$ cat src/rtl/pacc_pkg.sv
package pacc_pkg;
  localparam int ADDR_W = 2;
  localparam int DATA_W = 8;

  typedef enum logic [ADDR_W-1:0] {
    A_CTRL = 2'd0,
    A_CNT  = 2'd1,
    A_FLAG = 2'd2
  } addr_e;

  // Control field positions: software depends on them.
  localparam int B_EN   = 6;
  localparam int B_MODE = 5;
  localparam int B_POL  = 4;
  localparam int B_SEL  = 2;
  localparam int B_RATE = 0;

  // Flag bit positions
  localparam int F_OVF  = 0;
  localparam int F_EDGE = 1;

  typedef struct packed {
    logic       en;
    logic       mode;
    logic       pol;
    logic       sel;
    logic [1:0] rate;
  } ctrl_t;
endpackage

$ cat src/rtl/pacc_sync.sv
module pacc_sync #(
  parameter int STAGES = 2
) (
  input  logic clk,
  input  logic rst_n,
  input  logic din,
  output logic lvl,
  output logic rise,
  output logic fall
);
  logic [STAGES-1:0] sh_q, sh_d;
  logic              prev_q, prev_d;

  always_comb begin
    sh_d   = {sh_q[STAGES-2:0], din};
    prev_d = sh_q[STAGES-1];
  end

  always_ff @(posedge clk or negedge rst_n) begin
    if (!rst_n) begin
      sh_q   <= '0;
      prev_q <= 1'b0;
    end else begin
      sh_q   <= sh_d;
      prev_q <= prev_d;
    end
  end

  assign lvl  = sh_q[STAGES-1];
  assign rise = lvl & ~prev_q;
  assign fall = ~lvl & prev_q;

  // Supports R4 and R5: an edge strobe never lasts two cycles.
  p_edge_single_r4: assert property (@(posedge clk) disable iff (!rst_n)
    (rise || fall) |=> !(rise || fall) || ($past(rise) != rise));
endmodule

$ cat src/rtl/pacc_prescale.sv
module pacc_prescale #(
  parameter int DIV = 64
) (
  input  logic clk,
  input  logic rst_n,
  output logic tick
);
  localparam int PW = (DIV > 1) ? $clog2(DIV) : 1;
  localparam logic [PW-1:0] LAST = PW'(DIV - 1);

  logic [PW-1:0] div_q, div_d;

  always_comb begin
    tick  = (div_q == LAST);
    div_d = tick ? '0 : div_q + 1'b1;
  end

  always_ff @(posedge clk or negedge rst_n) begin
    if (!rst_n) div_q <= '0;
    else        div_q <= div_d;
  end

  // Supports R6: with DIV > 1, two ticks never fall on back-to-back cycles.
  p_tick_gap_r6: assert property (@(posedge clk) disable iff (!rst_n)
    tick |=> !tick);
endmodule

$ cat src/rtl/pacc_core.sv
module pacc_core #(
  parameter int W = 8
) (
  input  logic         clk,
  input  logic         rst_n,
  input  logic         en,
  input  logic         mode,
  input  logic         pol,
  input  logic         lvl,
  input  logic         rise,
  input  logic         fall,
  input  logic         tick,
  input  logic         cnt_wr,
  input  logic [W-1:0] cnt_wdata,
  input  logic         clr_ovf,
  input  logic         clr_edge,
  output logic [W-1:0] cnt,
  output logic         ovf,
  output logic         edg
);
  localparam logic [W-1:0] ONE  = W'(1);
  localparam logic [W-1:0] FULL = '1;

  logic [W-1:0] cnt_q, cnt_d;
  logic         ovf_q, ovf_d, edg_q, edg_d;
  logic         act_edge, gate_open, inc, wrap;

  always_comb begin
    // The active edge is the counted edge in event mode and the gate-closing edge in gated mode.
    act_edge  = en & (pol ? rise : fall);
    gate_open = lvl ^ pol;
    inc       = en & (mode ? (tick & gate_open) : act_edge);
    wrap      = inc & ~cnt_wr & (cnt_q == FULL);
    if (cnt_wr)   cnt_d = cnt_wdata;
    else if (inc) cnt_d = cnt_q + ONE;
    else          cnt_d = cnt_q;
    ovf_d = wrap     | (ovf_q & ~clr_ovf);
    edg_d = act_edge | (edg_q & ~clr_edge);
  end

  always_ff @(posedge clk or negedge rst_n) begin
    if (!rst_n) begin
      cnt_q <= '0;
      ovf_q <= 1'b0;
      edg_q <= 1'b0;
    end else begin
      cnt_q <= cnt_d;
      ovf_q <= ovf_d;
      edg_q <= edg_d;
    end
  end

  assign cnt = cnt_q;
  assign ovf = ovf_q;
  assign edg = edg_q;

  p_hold_off_r3: assert property (@(posedge clk) disable iff (!rst_n)
    (!en && !cnt_wr) |=> $stable(cnt_q));
  p_step_r4: assert property (@(posedge clk) disable iff (!rst_n)
    !cnt_wr |=> (cnt_q == $past(cnt_q)) || (cnt_q == $past(cnt_q) + ONE));
  p_gate_shut_r6: assert property (@(posedge clk) disable iff (!rst_n)
    (mode && !gate_open && !cnt_wr) |=> $stable(cnt_q));
  p_wrap_ovf_r8: assert property (@(posedge clk) disable iff (!rst_n)
    (cnt_q == FULL && inc && !cnt_wr) |=> (ovf_q && cnt_q == '0));
  p_wr_wins_r10: assert property (@(posedge clk) disable iff (!rst_n)
    cnt_wr |=> cnt_q == $past(cnt_wdata));
endmodule

$ cat src/rtl/pacc_top.sv
module pacc_top
  import pacc_pkg::*;
#(
  parameter int PRESCALE    = 64,
  parameter int SYNC_STAGES = 2
) (
  input  logic              clk,
  input  logic              rst_n,
  input  logic [ADDR_W-1:0] addr,
  input  logic              wr_en,
  input  logic [DATA_W-1:0] wr_data,
  output logic [DATA_W-1:0] rd_data,
  input  logic              pulse_in,
  output logic              ovf_flag,
  output logic              edge_flag,
  output logic              chan_sel,
  output logic [1:0]        rate_sel
);
  ctrl_t             ctrl_q, ctrl_d;
  logic              lvl, rise, fall, tick;
  logic              ctrl_wr, cnt_wr, flag_wr;
  logic [DATA_W-1:0] cnt;

  always_comb begin
    ctrl_wr = wr_en && (addr == A_CTRL);
    cnt_wr  = wr_en && (addr == A_CNT);
    flag_wr = wr_en && (addr == A_FLAG);
    ctrl_d  = ctrl_q;
    if (ctrl_wr) begin
      ctrl_d.en   = wr_data[B_EN];
      ctrl_d.mode = wr_data[B_MODE];
      ctrl_d.pol  = wr_data[B_POL];
      ctrl_d.sel  = wr_data[B_SEL];
      ctrl_d.rate = wr_data[B_RATE +: 2];
    end
  end

  always_ff @(posedge clk or negedge rst_n) begin
    if (!rst_n) ctrl_q <= '0;
    else        ctrl_q <= ctrl_d;
  end

  pacc_sync #(.STAGES(SYNC_STAGES)) u_sync (
    .clk(clk), .rst_n(rst_n), .din(pulse_in),
    .lvl(lvl), .rise(rise), .fall(fall)
  );

  pacc_prescale #(.DIV(PRESCALE)) u_pre (
    .clk(clk), .rst_n(rst_n), .tick(tick)
  );

  pacc_core #(.W(DATA_W)) u_core (
    .clk(clk), .rst_n(rst_n),
    .en(ctrl_q.en), .mode(ctrl_q.mode), .pol(ctrl_q.pol),
    .lvl(lvl), .rise(rise), .fall(fall), .tick(tick),
    .cnt_wr(cnt_wr), .cnt_wdata(wr_data),
    .clr_ovf(flag_wr & wr_data[F_OVF]),
    .clr_edge(flag_wr & wr_data[F_EDGE]),
    .cnt(cnt), .ovf(ovf_flag), .edg(edge_flag)
  );

  always_comb begin
    rd_data = '0;
    case (addr)
      A_CTRL: begin
        rd_data[B_EN]        = ctrl_q.en;
        rd_data[B_MODE]      = ctrl_q.mode;
        rd_data[B_POL]       = ctrl_q.pol;
        rd_data[B_SEL]       = ctrl_q.sel;
        rd_data[B_RATE +: 2] = ctrl_q.rate;
      end
      A_CNT:  rd_data = cnt;
      A_FLAG: begin
        rd_data[F_OVF]  = ovf_flag;
        rd_data[F_EDGE] = edge_flag;
      end
      default: rd_data = '0;
    endcase
  end

  assign chan_sel = ctrl_q.sel;
  assign rate_sel = ctrl_q.rate;

  p_rsvd_zero_r2: assert property (@(posedge clk) disable iff (!rst_n)
    (addr == A_CTRL) |-> (rd_data[7] == 1'b0 && rd_data[3] == 1'b0));
  p_sel_follow_r2: assert property (@(posedge clk) disable iff (!rst_n)
    ctrl_wr |=> (chan_sel == $past(wr_data[B_SEL]) && rate_sel == $past(wr_data[1:0])));
endmodule

$ cat config.mk
export PLATFORM = sky130hd
export DESIGN_NAME = pacc_top
export DESIGN_NICKNAME = d
export VERILOG_FILES = /design/src/rtl/pacc_pkg.sv /design/src/rtl/pacc_sync.sv /design/src/rtl/pacc_prescale.sv /design/src/rtl/pacc_core.sv /design/src/rtl/pacc_top.sv
export SDC_FILE = /design/constraint.sdc
export NUM_CORES = 1
export LEC_CHECK = 0
export ABC_AREA = 1
export ABC_CLOCK_PERIOD_IN_PS = 1500
export BUFFER_PORTS_ARGS = -buffer_cell sky130_fd_sc_hd__buf_2
export CAP_MARGIN = 15
export CORE_MARGIN = 2
export CORE_UTILIZATION = 30
export CTS_BUF_LIST = sky130_fd_sc_hd__clkbuf_8
export DETAILED_ROUTE_END_ITERATION = 8
export REMOVE_ABC_BUFFERS = 1
export SYNTH_ARGS = -nofsm -noshare
export SYNTH_HDL_FRONTEND = slang
export SYNTH_SLANG_ARGS = --single-unit
$ cat constraint.sdc
create_clock -name clk -period 1.5 [get_ports clk]
set_input_delay 0.225 -clock clk [delete_from_list [all_inputs] [get_ports clk]]
set_output_delay 0.225 -clock clk [all_outputs]
set_load 0.01 [all_outputs]
==> results of run 1 <==
==> stage by stage <==
step | instances | utilization | cell area, um^2 | hold WS [ns] | setup WS, ns
3_5_place_dp | 251 | 0.354 | 1550 | 0.259 | 0.0983
3_3_place_gp | 251 | 0.354 | 1550 | 0.256 | 0.146
4_1_cts | 256 | 0.366 | 1610 | 0.0510 | 0.0892
2_1_floorplan | 173 | - | 1360 | -0.0706 | 0.225
6_report | 257 | 0.375 | 1640 | 0.0523 | 0.131
5_1_grt | 257 | 0.375 | 1640 | 0.0378 | 0.0177
==> cell type report <==
class                           count  area, um^2  area share
Clock buffer                        3        41.3      0.0251
Clock inverter                      1        3.75     0.00228
Inverter                           17        63.8      0.0388
Multi-Input combinational cell    132         703       0.428
Sequential cell                    25         626       0.381
Tap cell                           52        65.1      0.0396
Timing Repair Buffer               27         140      0.0853
==> per-layer routing <==
metal / GRT usage / up-vias
met1: 0.183 / 545
met3: 0.0323 / 2
met4: 0.0314 / 0
li1: - / 622
met2: 0.180 / 31
met5: 0 / -
==> layout by cell type (no fill, tap or decap), types with 2 or more instances in the layout <==
cell type  Yosys  final
xor2_1         4      4
o21ai_1        5      5
nand2_1       60     59
dfrtp_1       25     25
nand2_2        1      3
nand3_1       23     23
mux2_2         2      2
nor2_4         3      3
clkbuf_8       0      3
buf_2          1     26
inv_1         16     17
o21ai_0       11     11
nand2_4        3      2
nor2_1        11     11
==> flip-flops by register name, summed over array words and instances (netlist names), 2 cells and up <==
name	flops
rate_sel	2
u_pre.div_q	6
ctrl_q	3
u_sync.sh_q	2
u_core.cnt	8
==> where the power goes <==
group	internal, mW	switching [mW]
Clock	0.183	0.211
Combinational	0.258	0.377
Sequential	0.804	0.176
==> cells in the mapped netlist (2+ instances only) <==
library cell	count	share of area
nor2_4	3	0.024
nand2_4	3	0.024
o21ai_1	5	0.018
o21ai_0	11	0.040
buf_6	2	0.016
xor2_1	4	0.025
nand3_1	23	0.083
dfrtp_1	25	0.45
nor2_1	11	0.030
mux2_2	2	0.016
ha_1	2	0.018
inv_1	16	0.043
nand2_1	60	0.16
==> path summary, 6_finish.rpt <==
| kind | startpoint | end | slack (ns) | depth (start not counted) |
|---|---|---|---|---|
| max in group asynchronous | rst_n | rate_sel[0]$_DFFE_PN0P_ | 0.64 | 2 |
| worst max register to register | u_pre.div_q[0]$_DFF_PN0_ | u_core.cnt[1]$_DFFE_PN0P_ | 0.16 | 9 |
| min in group asynchronous | rst_n | u_sync.prev_q$_DFF_PN0_ | 0.48 | 2 |
| worst min register to register | u_sync.sh_q[0]$_DFF_PN0_ | u_sync.sh_q[1]$_DFF_PN0_ | 0.35 | 0 |
| worst max-delay path | u_core.cnt[2]$_DFFE_PN0P_ | rd_data[2] | 0.13 | 2 |
| worst min-delay path | pulse_in | u_sync.sh_q[0]$_DFF_PN0_ | 0.05 | 1 |
==> timing repair <==
| item | CTS | global route |
|---|---|---|
| hold endpoints to repair | 25 | 0 |
| resized for setup | 0 | 5 |
| hold buffers | 1 | 0 |
| setup buffers | 0 | 0 |
| setup endpoints to repair | 0 | 8 |
==> worst max-delay path, delay by kind of cell (launching register included) <==
kind                   cells  cell delay [ns]
flip-flops                 1             0.49
buffers and inverters      1             0.14
AO/OA/AOI/OAI              1             0.25
==> cell families (layout without fill, tap and decap cells) <==
| logic type | Yosys count | in the layout |
|---|---|---|
| flops | 25 | 25 |
| buf+inv | 20 | 48 |
| xor+xnor | 4 | 4 |
| fa+ha+maj | 2 | 2 |
| simple gates | 105 | 106 |
| compound gates | 18 | 18 |
| mux | 2 | 2 |
==> flow_summary.json, run 1 <==
{
  "dieArea_um2": 5170,
  "antenna_found_initial": 0,
  "end_kind": "output port",
  "cts_sinks": 25,
  "insertion_delay_ns": 0.27,
  "clk_pin_slew_ns": 0.09,
  "io_buffers": 26,
  "finalCriticalPeriod_ns": 1.37,
  "power.leakage_nw": 0.843,
  "cts_buffers": 3,
  "via_count": 1200,
  "die_width_um": 71.9,
  "status": "finished, final reports clean",
  "drv_slew": 0,
  "synth_top_family_by_area": "simple AND/OR/NAND/NOR gates",
  "initial_core_util": 0.315,
  "fmax_mhz": 730,
  "wl_met3_um": 170,
  "synth_edf_count": 0,
  "nNetsFinal": 222,
  "cpMaxStageDelayCell": "dfrtp_1",
  "diodes": 0,
  "dr_wl_met2_um": 1330,
  "htree_levels": 1,
  "synthMuxAreaShare": 0.0163,
  "synth-xor-area-share": 0.0253,
  "yosysSeqAreaShare": 0.452,
  "cts_root_buffer": "clkbuf_8",
  "grt_pass1_vias": 1077,
  "drtAntennaViolNets": 0,
  "synth_area_um2": 1380,
  "wl_met1_um": 1560,
  "syn_avg_cell_area_um2": 7.86,
  "route.detailed.drc": 0,
  "cts_tree": "done",
  "ir_drop_mv": 0.581,
  "wl_per_cell_um": 12.0,
  "startpoint_type": "register",
  "worstMarginPinSlew_ns": 0.573,
  "synth-compound-area-share": 0.0697,
  "routed_wl_um": 3090,
  "grt_usage": 0.124,
  "via_per_inst": 4.67,
  "synthArstFlopShare": 1.00,
  "clock_path_buffers": 2,
  "yosys.area_share.simple": 0.352,
  "synthAdderAreaFrac": 0.0181,
  "topRoutingLayerUsed": "met4",
  "setup_viol": 0,
  "dr.first_iter.drc_count": 55,
  "grt.overflow.total": 0,
  "relSlewSlack": 0.618,
  "ys_warn_count": 0,
  "grt_setup_unrepaired": "false",
  "period_share": 0.913,
  "crit_fanout": 8,
  "max_stage_delay_ns": 0.49,
  "coreArea_um2": 4380,
  "drive_gt1_frac": 0.210,
  "setup_tns_ns": 0,
  "crit_arrival_ns": 1.14,
  "gp_congestion": 0.856,
  "synth_ff_type": "dfrtp_1",
  "p_per_area_nw_per_um2": 1220,
  "syn_to_final_growth_pct": 18.8,
  "maxCapViolCount": 0,
  "cp_cell_sequence": "a22o_1, buf_2",
  "syn_inst": 176,
  "drtPass1Iterations": 4,
  "clock_skew_ns": 0.00522,
  "hold_path_class": "in2reg",
  "crit_type": "reg2out",
  "total_power_mw": 2.01,
  "grt_pass1_wl_um": 5040,
  "hold_viol": 0,
  "die_y_um": 71.9,
  "grt_max_degree": 26,
  "fillers": 459,
  "ys_ff_latch": 25,
  "yosys.cell_types.count": 22,
  "fp-row-count": 24,
  "worstPathRequired_ns": 1.27,
  "io_pins": 27,
  "hpwl_um": 2260
}
Note: power is estimated with default switching activity, not from simulation.
==> inputs of run 2 (changes only) <==
--- a/config.mk
+++ b/config.mk
@@ -6,7 +6,7 @@
 export NUM_CORES = 1
 export LEC_CHECK = 0
 export ABC_AREA = 1
-export ABC_CLOCK_PERIOD_IN_PS = 1500
+export ABC_CLOCK_PERIOD_IN_PS = 1450
 export BUFFER_PORTS_ARGS = -buffer_cell sky130_fd_sc_hd__buf_2
 export CAP_MARGIN = 15
 export CORE_MARGIN = 2
==> constraint.sdc (replaced) <==
create_clock -name clk -period 1.45 [get_ports clk]
set_input_delay 0.2175 -clock clk [delete_from_list [all_inputs] [get_ports clk]]
set_output_delay 0.2175 -clock clk [all_outputs]
set_load 0.01 [all_outputs]
==> run 2 against run 1 <==
Against the previous run: clock skew fell by 0.0038 ns; critical endpoint unchanged; global-route usage decreased by 0.33 points; final cell count unchanged; setup slack worse by 0.030 ns; sequential share of layout area about the same; cell area barely moved; largest power group unchanged; utilization barely moved; total power up 2.9%; clock-buffer cell count unchanged; via count about the same; first-iteration DRC count shrank 15%.
==> flow_summary.json, run 2 (synthesis results as in run 1) <==
{
  "fmax_mhz": 741,
  "p_per_area_nw_per_um2": 1260,
  "fp-row-count": 24,
  "cts_tree": "done",
  "status": "finished, final reports clean",
  "insertion_delay_ns": 0.27,
  "cp_top_family": "flip-flops",
  "io_pins": 27,
  "initial_core_util": 0.315,
  "p_comb_frac": 0.314,
  "hpwl_um": 2250,
  "crit_start": "u_core.cnt[2]$_DFFE_PN0P_",
  "worstPathRequired_ns": 1.23,
  "period_share": 0.931,
  "die_width_um": 71.9,
  "drv_slew": 0,
  "postPlaceCellArea_um2": 1550,
  "clock_skew_ns": 0.00140,
  "cts_root_buffer": "clkbuf_8",
  "maxCapViolCount": 0,
  "relSlewSlack": 0.613,
  "seqPwrFrac": 0.491,
  "worstMarginPinSlew_ns": 0.581,
  "hold_depth": 1,
  "startpoint_type": "register",
  "switching_share": 0.378,
  "coreArea_um2": 4380,
  "drive_gt1_frac": 0.215,
  "fin_area_um2": 1640,
  "power.leakage_nw": 0.843,
  "final_cell_mix": "58 x nand2_1, 26 x buf_2, 25 x dfrtp_1",
  "grt_usage": 0.121,
  "crit_fanout": 8,
  "clock_path_buffers": 2,
  "max_stage_delay_ns": 0.49,
  "cpMaxStageDelayCell": "dfrtp_1",
  "critical_path_depth": 2,
  "grt_setup_unrepaired": "false",
  "total_power_mw": 2.07,
  "finalWorstSetupSlack_ns": 0.100,
  "path_buf_inv": 1,
  "dr.first_iter.drc_count": 47,
  "setup_viol": 0,
  "grt_max_degree": 26,
  "ff2ff_path_depth": 9,
  "clk_pin_slew_ns": 0.08,
  "hold_slack_ns": 0.0488,
  "cts_sinks": 25,
  "internal-power_mw": 1.29,
  "setup_tns_ns": 0,
  "finalCriticalPeriod_ns": 1.35,
  "end_kind": "output port",
  "antenna_found_initial": 0,
  "crit_type": "reg2out",
  "ir_drop_mv": 0.490,
  "pwr-share-clk": 0.196,
  "nNetsFinal": 222,
  "grt.overflow.total": 0,
  "reg2reg_to": "u_core.cnt[1]$_DFFE_PN0P_",
  "final_cells": 257,
  "hold_viol": 0,
  "dieArea_um2": 5170,
  "regToRegStartpoint": "u_pre.div_q[0]$_DFF_PN0_",
  "die_y_um": 71.9,
  "syn_to_final_growth_pct": 18.7,
  "placement.setup.worst_slack_ns": 0.0568,
  "placed_cells": 251,
  "routed_wl_um": 3050,
  "via_per_inst": 4.67,
  "grt_pass1_wl_um": 4920,
  "cp_cell_sequence": "a22o_1, buf_2",
  "cts_buffers": 3,
  "crit_end": "rd_data[2]",
  "largest_register_ffs": 8,
  "wl_per_cell_um": 11.9,
  "diodes": 0,
  "hold_path_class": "in2reg",
  "p_sw_mw": 0.782,
  "rrSetupSlack_ns": 0.12,
  "htree_levels": 1,
  "crit_arrival_ns": 1.13,
  "drtPass1Iterations": 4,
  "gp_congestion": 0.856,
  "via_count": 1199,
  "route.detailed.drc": 0,
  "layout_commonest_cell": "nand2_1",
  "grt_pass1_vias": 1079,
  "drtAntennaViolNets": 0,
  "io_buffers": 26,
  "fin_util": 0.374
}
[run 2: worst min path at each step]
stage	from	end
2_1_floorplan	rst_n	chan_sel$_DFFE_PN0P_
6_report	pulse_in	u_sync.sh_q[0]$_DFF_PN0_
3_5_place_dp	rst_n	u_sync.sh_q[1]$_DFF_PN0_
3_3_place_gp	rst_n	u_sync.sh_q[1]$_DFF_PN0_
5_1_grt	pulse_in	u_sync.sh_q[0]$_DFF_PN0_
4_1_cts	pulse_in	u_sync.sh_q[0]$_DFF_PN0_
[run 2: power by group through the flow]
| stage | logic [mW] | registers (mW) | clock network, mW |
|---|---|---|---|
| floorplan | 0.452 | 0.981 | 0 |
| global placement | 0.634 | 1.02 | 0 |
| detailed placement | 0.633 | 1.02 | 0 |
| CTS | 0.640 | 1.01 | 0.420 |
| global route | 0.748 | 1.04 | 0.460 |
| finish | 0.649 | 1.01 | 0.404 |
[run 2: per-layer routing]
| layer | vias up | global-route usage | share of wire |
|---|---|---|---|
| met5 | - | 0 | 0 |
| met4 | 0 | 0.0252 | 0.011 |
| li1 | 626 | - | - |
| met1 | 547 | 0.175 | 0.51 |
| met3 | 2 | 0.0323 | 0.045 |
| met2 | 24 | 0.180 | 0.44 |
[run 2: timing repair]
item,in CTS,in global routing
gates resized for setup,0,6
hold endpoints to repair,25,0
buffers inserted,0,0
hold buffers,1,0
setup endpoints to repair,0,8
[run 2: cell type report]
type,instances,area (um^2)
Timing Repair Buffer,27,140
Tap cell,52,65.1
Sequential cell,25,626
Multi-Input combinational cell,132,702
Clock buffer,3,41.3
Inverter,17,63.8
Clock inverter,1,3.75
Fill cell,469,2740
==> inputs of run 3 (changes only) <==
--- a/config.mk
+++ b/config.mk
@@ -10,10 +10,13 @@
 export BUFFER_PORTS_ARGS = -buffer_cell sky130_fd_sc_hd__buf_2
 export CAP_MARGIN = 15
 export CORE_MARGIN = 2
-export CORE_UTILIZATION = 30
+export CORE_UTILIZATION = 57
 export CTS_BUF_LIST = sky130_fd_sc_hd__clkbuf_8
 export DETAILED_ROUTE_END_ITERATION = 8
+export PLACE_DENSITY = 0.81
 export REMOVE_ABC_BUFFERS = 1
 export SYNTH_ARGS = -nofsm -noshare
 export SYNTH_HDL_FRONTEND = slang
+export SYNTH_HIERARCHICAL = 1
 export SYNTH_SLANG_ARGS = --single-unit
+export TNS_END_PERCENT = 100
==> run 3 against run 2 <==
Against the previous run: register-to-register slack got worse by 0.11 ns; utilization up 35 points; via count grew 22%; setup slack worse by 0.088 ns; critical path type is now reg2reg; die area shrank 41%; non-clock buffer count rose by 13; clock skew is 0.0030 ns higher; cell area is 9.8% higher; hold slack better by 0.0029 ns; synthesized cell count rose by 15%.
==> flow_summary.json, run 3 <==
{
  "status": "finished, final reports clean",
  "setup_viol": 0,
  "crit_type": "reg2reg",
  "setup_tns_ns": 0,
  "largest_register_ffs": 8,
  "via_count": 1465,
  "yosysMostFrequentCell": "nand2_1",
  "internal-power_mw": 1.37,
  "cts_sinks": 25,
  "ys_warn_count": 6,
  "ys_top_cells_by_count": "68 x nand2_1, 37 x nand3_1, 25 x dfrtp_1",
  "wl_per_cell_um": 13.3,
  "cts_buffers": 3,
  "io_buffers": 26,
  "p_comb_frac": 0.366,
  "syn_to_final_growth_pct": 20.4,
  "postPlaceCellArea_um2": 1680,
  "end_kind": "register",
  "synth_area_leaders": "dfrtp_1 42%, nand2_1 17%, nand3_1 12%",
  "wl_met1_um": 1520,
  "fp-row-count": 18,
  "antenna_found_initial": 0,
  "final_cell_mix": "61 x nand2_1, 37 x nand3_1, 26 x buf_2",
  "wl_met3_um": 295,
  "initial_core_util": 0.604,
  "fillers": 185,
  "seqPwrFrac": 0.448,
  "yosysSeqAreaShare": 0.418,
  "clk_pin_slew_ns": 0.09,
  "insertion_delay_ns": 0.27,
  "layout_commonest_cell": "nand2_1",
  "total_power_mw": 2.26,
  "htree_levels": 1,
  "syn_inst": 202,
  "drtAntennaViolNets": 0,
  "synth_area_um2": 1500,
  "nNetsFinal": 256,
  "via_per_inst": 5.45,
  "die_width_um": 55.2,
  "worstMarginPinSlew_ns": 0.572,
  "finalCriticalPeriod_ns": 1.44,
  "crit_arrival_ns": 1.65,
  "fin_area_um2": 1800,
  "cts_tree": "done",
  "pwr-share-clk": 0.186,
  "gp_congestion": 0.892,
  "max_stage_delay_ns": 0.36,
  "grt_setup_unrepaired": "true",
  "synthArstFlopShare": 1.00,
  "route.detailed.drc": 0,
  "grt_usage": 0.237,
  "ir_drop_mv": 1.22,
  "cp_cell_sequence": "ha_2, nand2_2, nor2_4, nand2_2, o21ai_4, nand2_4, nand2_8, nand2_1, nand2_1",
  "p_sw_mw": 0.888,
  "dr.first_iter.drc_count": 89,
  "dieArea_um2": 3050,
  "grt_max_degree": 26,
  "synth_top_area_cell": "dfrtp_1",
  "syn_avg_cell_area_um2": 7.41,
  "drtPass1Iterations": 4,
  "grt.overflow.total": 0,
  "synth_edf_count": 0,
  "hold_viol": 0,
  "crit_fanout": 8,
  "hpwl_um": 2480,
  "routed_wl_um": 3570,
  "cts_root_buffer": "clkbuf_8",
  "clock_skew_ns": 0.00440,
  "hold_path_class": "in2reg",
  "fmax_mhz": 696,
  "power.leakage_nw": 0.951,
  "yosys.cell_types.count": 23,
  "multi_input_area_um2": 773,
  "fin_util": 0.727,
  "coreArea_um2": 2480,
  "die_y_um": 55.2,
  "io_pins": 27,
  "ff_latch_area_um2": 626,
  "dr_wl_met2_um": 1680,
  "grt_pass1_vias": 1393,
  "relSlewSlack": 0.619,
  "synth_ff_type": "dfrtp_1",
  "startpoint_type": "register",
  "worstPathRequired_ns": 1.66,
  "switching_share": 0.394,
  "clock_path_buffers": 2,
  "drv_slew": 0,
  "topRoutingLayerUsed": "met4",
  "cpMaxStageDelayCell": "dfrtp_1",
  "period_share": 0.991,
  "grt_pass1_wl_um": 5890,
  "ys_ff_latch": 25,
  "p_per_area_nw_per_um2": 1250,
  "synth_top_area_frac": 0.418,
  "diodes": 0,
  "maxCapViolCount": 0,
  "drive_gt1_frac": 0.272
}
[run 3: cell types whose count changed after synthesis, sizes merged, moves of 2 or more]
| cell | previous run | this run |
|---|---|---|
| nand3 | 24 | 39 |
| nand2 | 64 | 72 |
| xnor2 | 0 | 2 |
| xor2 | 4 | 2 |
| a21oi | 0 | 3 |
| o21bai | 0 | 3 |
| inv | 17 | 21 |
| buf | 3 | 8 |
| o21ai | 16 | 4 |
| nor2 | 14 | 18 |
| mux2 | 2 | 0 |
[run 3: metal layers]
layer,track usage,vias to the layer above
li1,-,716
met1,0.318,664
met2,0.367,73
met3,0.0562,12
met4,0.0976,0
met5,0,-
[run 3: path summary, 6_finish.rpt]
| kind | from | end | slack, ns | cells after the start |
|---|---|---|---|---|
| worst max-delay path | u_pre/div_q[1]$_DFF_PN0_ | u_core/cnt[6]$_DFFE_PN0P_ | 0.01 | 9 |
| worst min-delay path | pulse_in | u_sync/sh_q[0]$_DFF_PN0_ | 0.05 | 1 |
| worst max register to register | u_pre/div_q[1]$_DFF_PN0_ | u_core/cnt[6]$_DFFE_PN0P_ | 0.01 | 9 |
| worst min register to register | u_sync/sh_q[0]$_DFF_PN0_ | u_sync/sh_q[1]$_DFF_PN0_ | 0.36 | 0 |
| max in group asynchronous | rst_n | ctrl_q[4]$_DFFE_PN0P_ | 0.61 | 2 |
| min in group asynchronous | rst_n | rate_sel[0]$_DFFE_PN0P_ | 0.47 | 2 |
[run 3: critical path: cells and delay by family, from the launching register on]
family | cells | cell delay (ns)
adder cells (fa/ha/maj) | 1 | 0.19
AO/OA/AOI/OAI | 1 | 0.20
AND/OR/NAND/NOR | 7 | 0.62
flip-flops | 1 | 0.36
[run 3: per-stage QoR]
stage,hold slack [ns],cells,setup WS [ns]
final,0.0517,269,0.0126
after detailed placement,0.245,261,0.00189
after global routing,0.0318,269,-0.0802
after CTS,0.0460,267,0.0224
after floorplan,-0.0781,194,-0.0723
after global placement,0.236,261,0.0532
[run 3: final cells by class]
cell class | count | share of cell area
Multi-Input combinational cell | 149 | 0.429
Sequential cell | 25 | 0.347
Timing Repair Buffer | 40 | 0.132
Inverter | 21 | 0.0437
Clock buffer | 3 | 0.0229
Tap cell | 30 | 0.0208
Clock inverter | 1 | 0.00417
[run 3: cells by family after synthesis]
logic type | Yosys count | share of synthesized area
buf+inv | 29 | 0.0970
simple gates | 131 | 0.400
fa+ha+maj | 2 | 0.0167
xor+xnor | 4 | 0.0234
compound gates | 11 | 0.0451
flops | 25 | 0.418
[run 3: power groups by stage]
stage	clock network, mW	registers (mW)	logic, mW
after floorplan	0	1.00	0.478
after global placement	0	1.00	0.734
after detailed placement	0	1.01	0.753
after CTS	0.433	1.00	0.764
after global routing	0.473	1.03	0.910
final	0.420	1.01	0.826
[run 3: repair_timing]
item                                    4_1_cts  5_1_grt
setup buffers                                 1        1
resized for setup                             0       11
hold buffers                                  1        0
endpoints found under the setup margin        8        9
hold endpoints to repair                     25        0
gates cloned                                  0        1
pin swaps                                     0        6
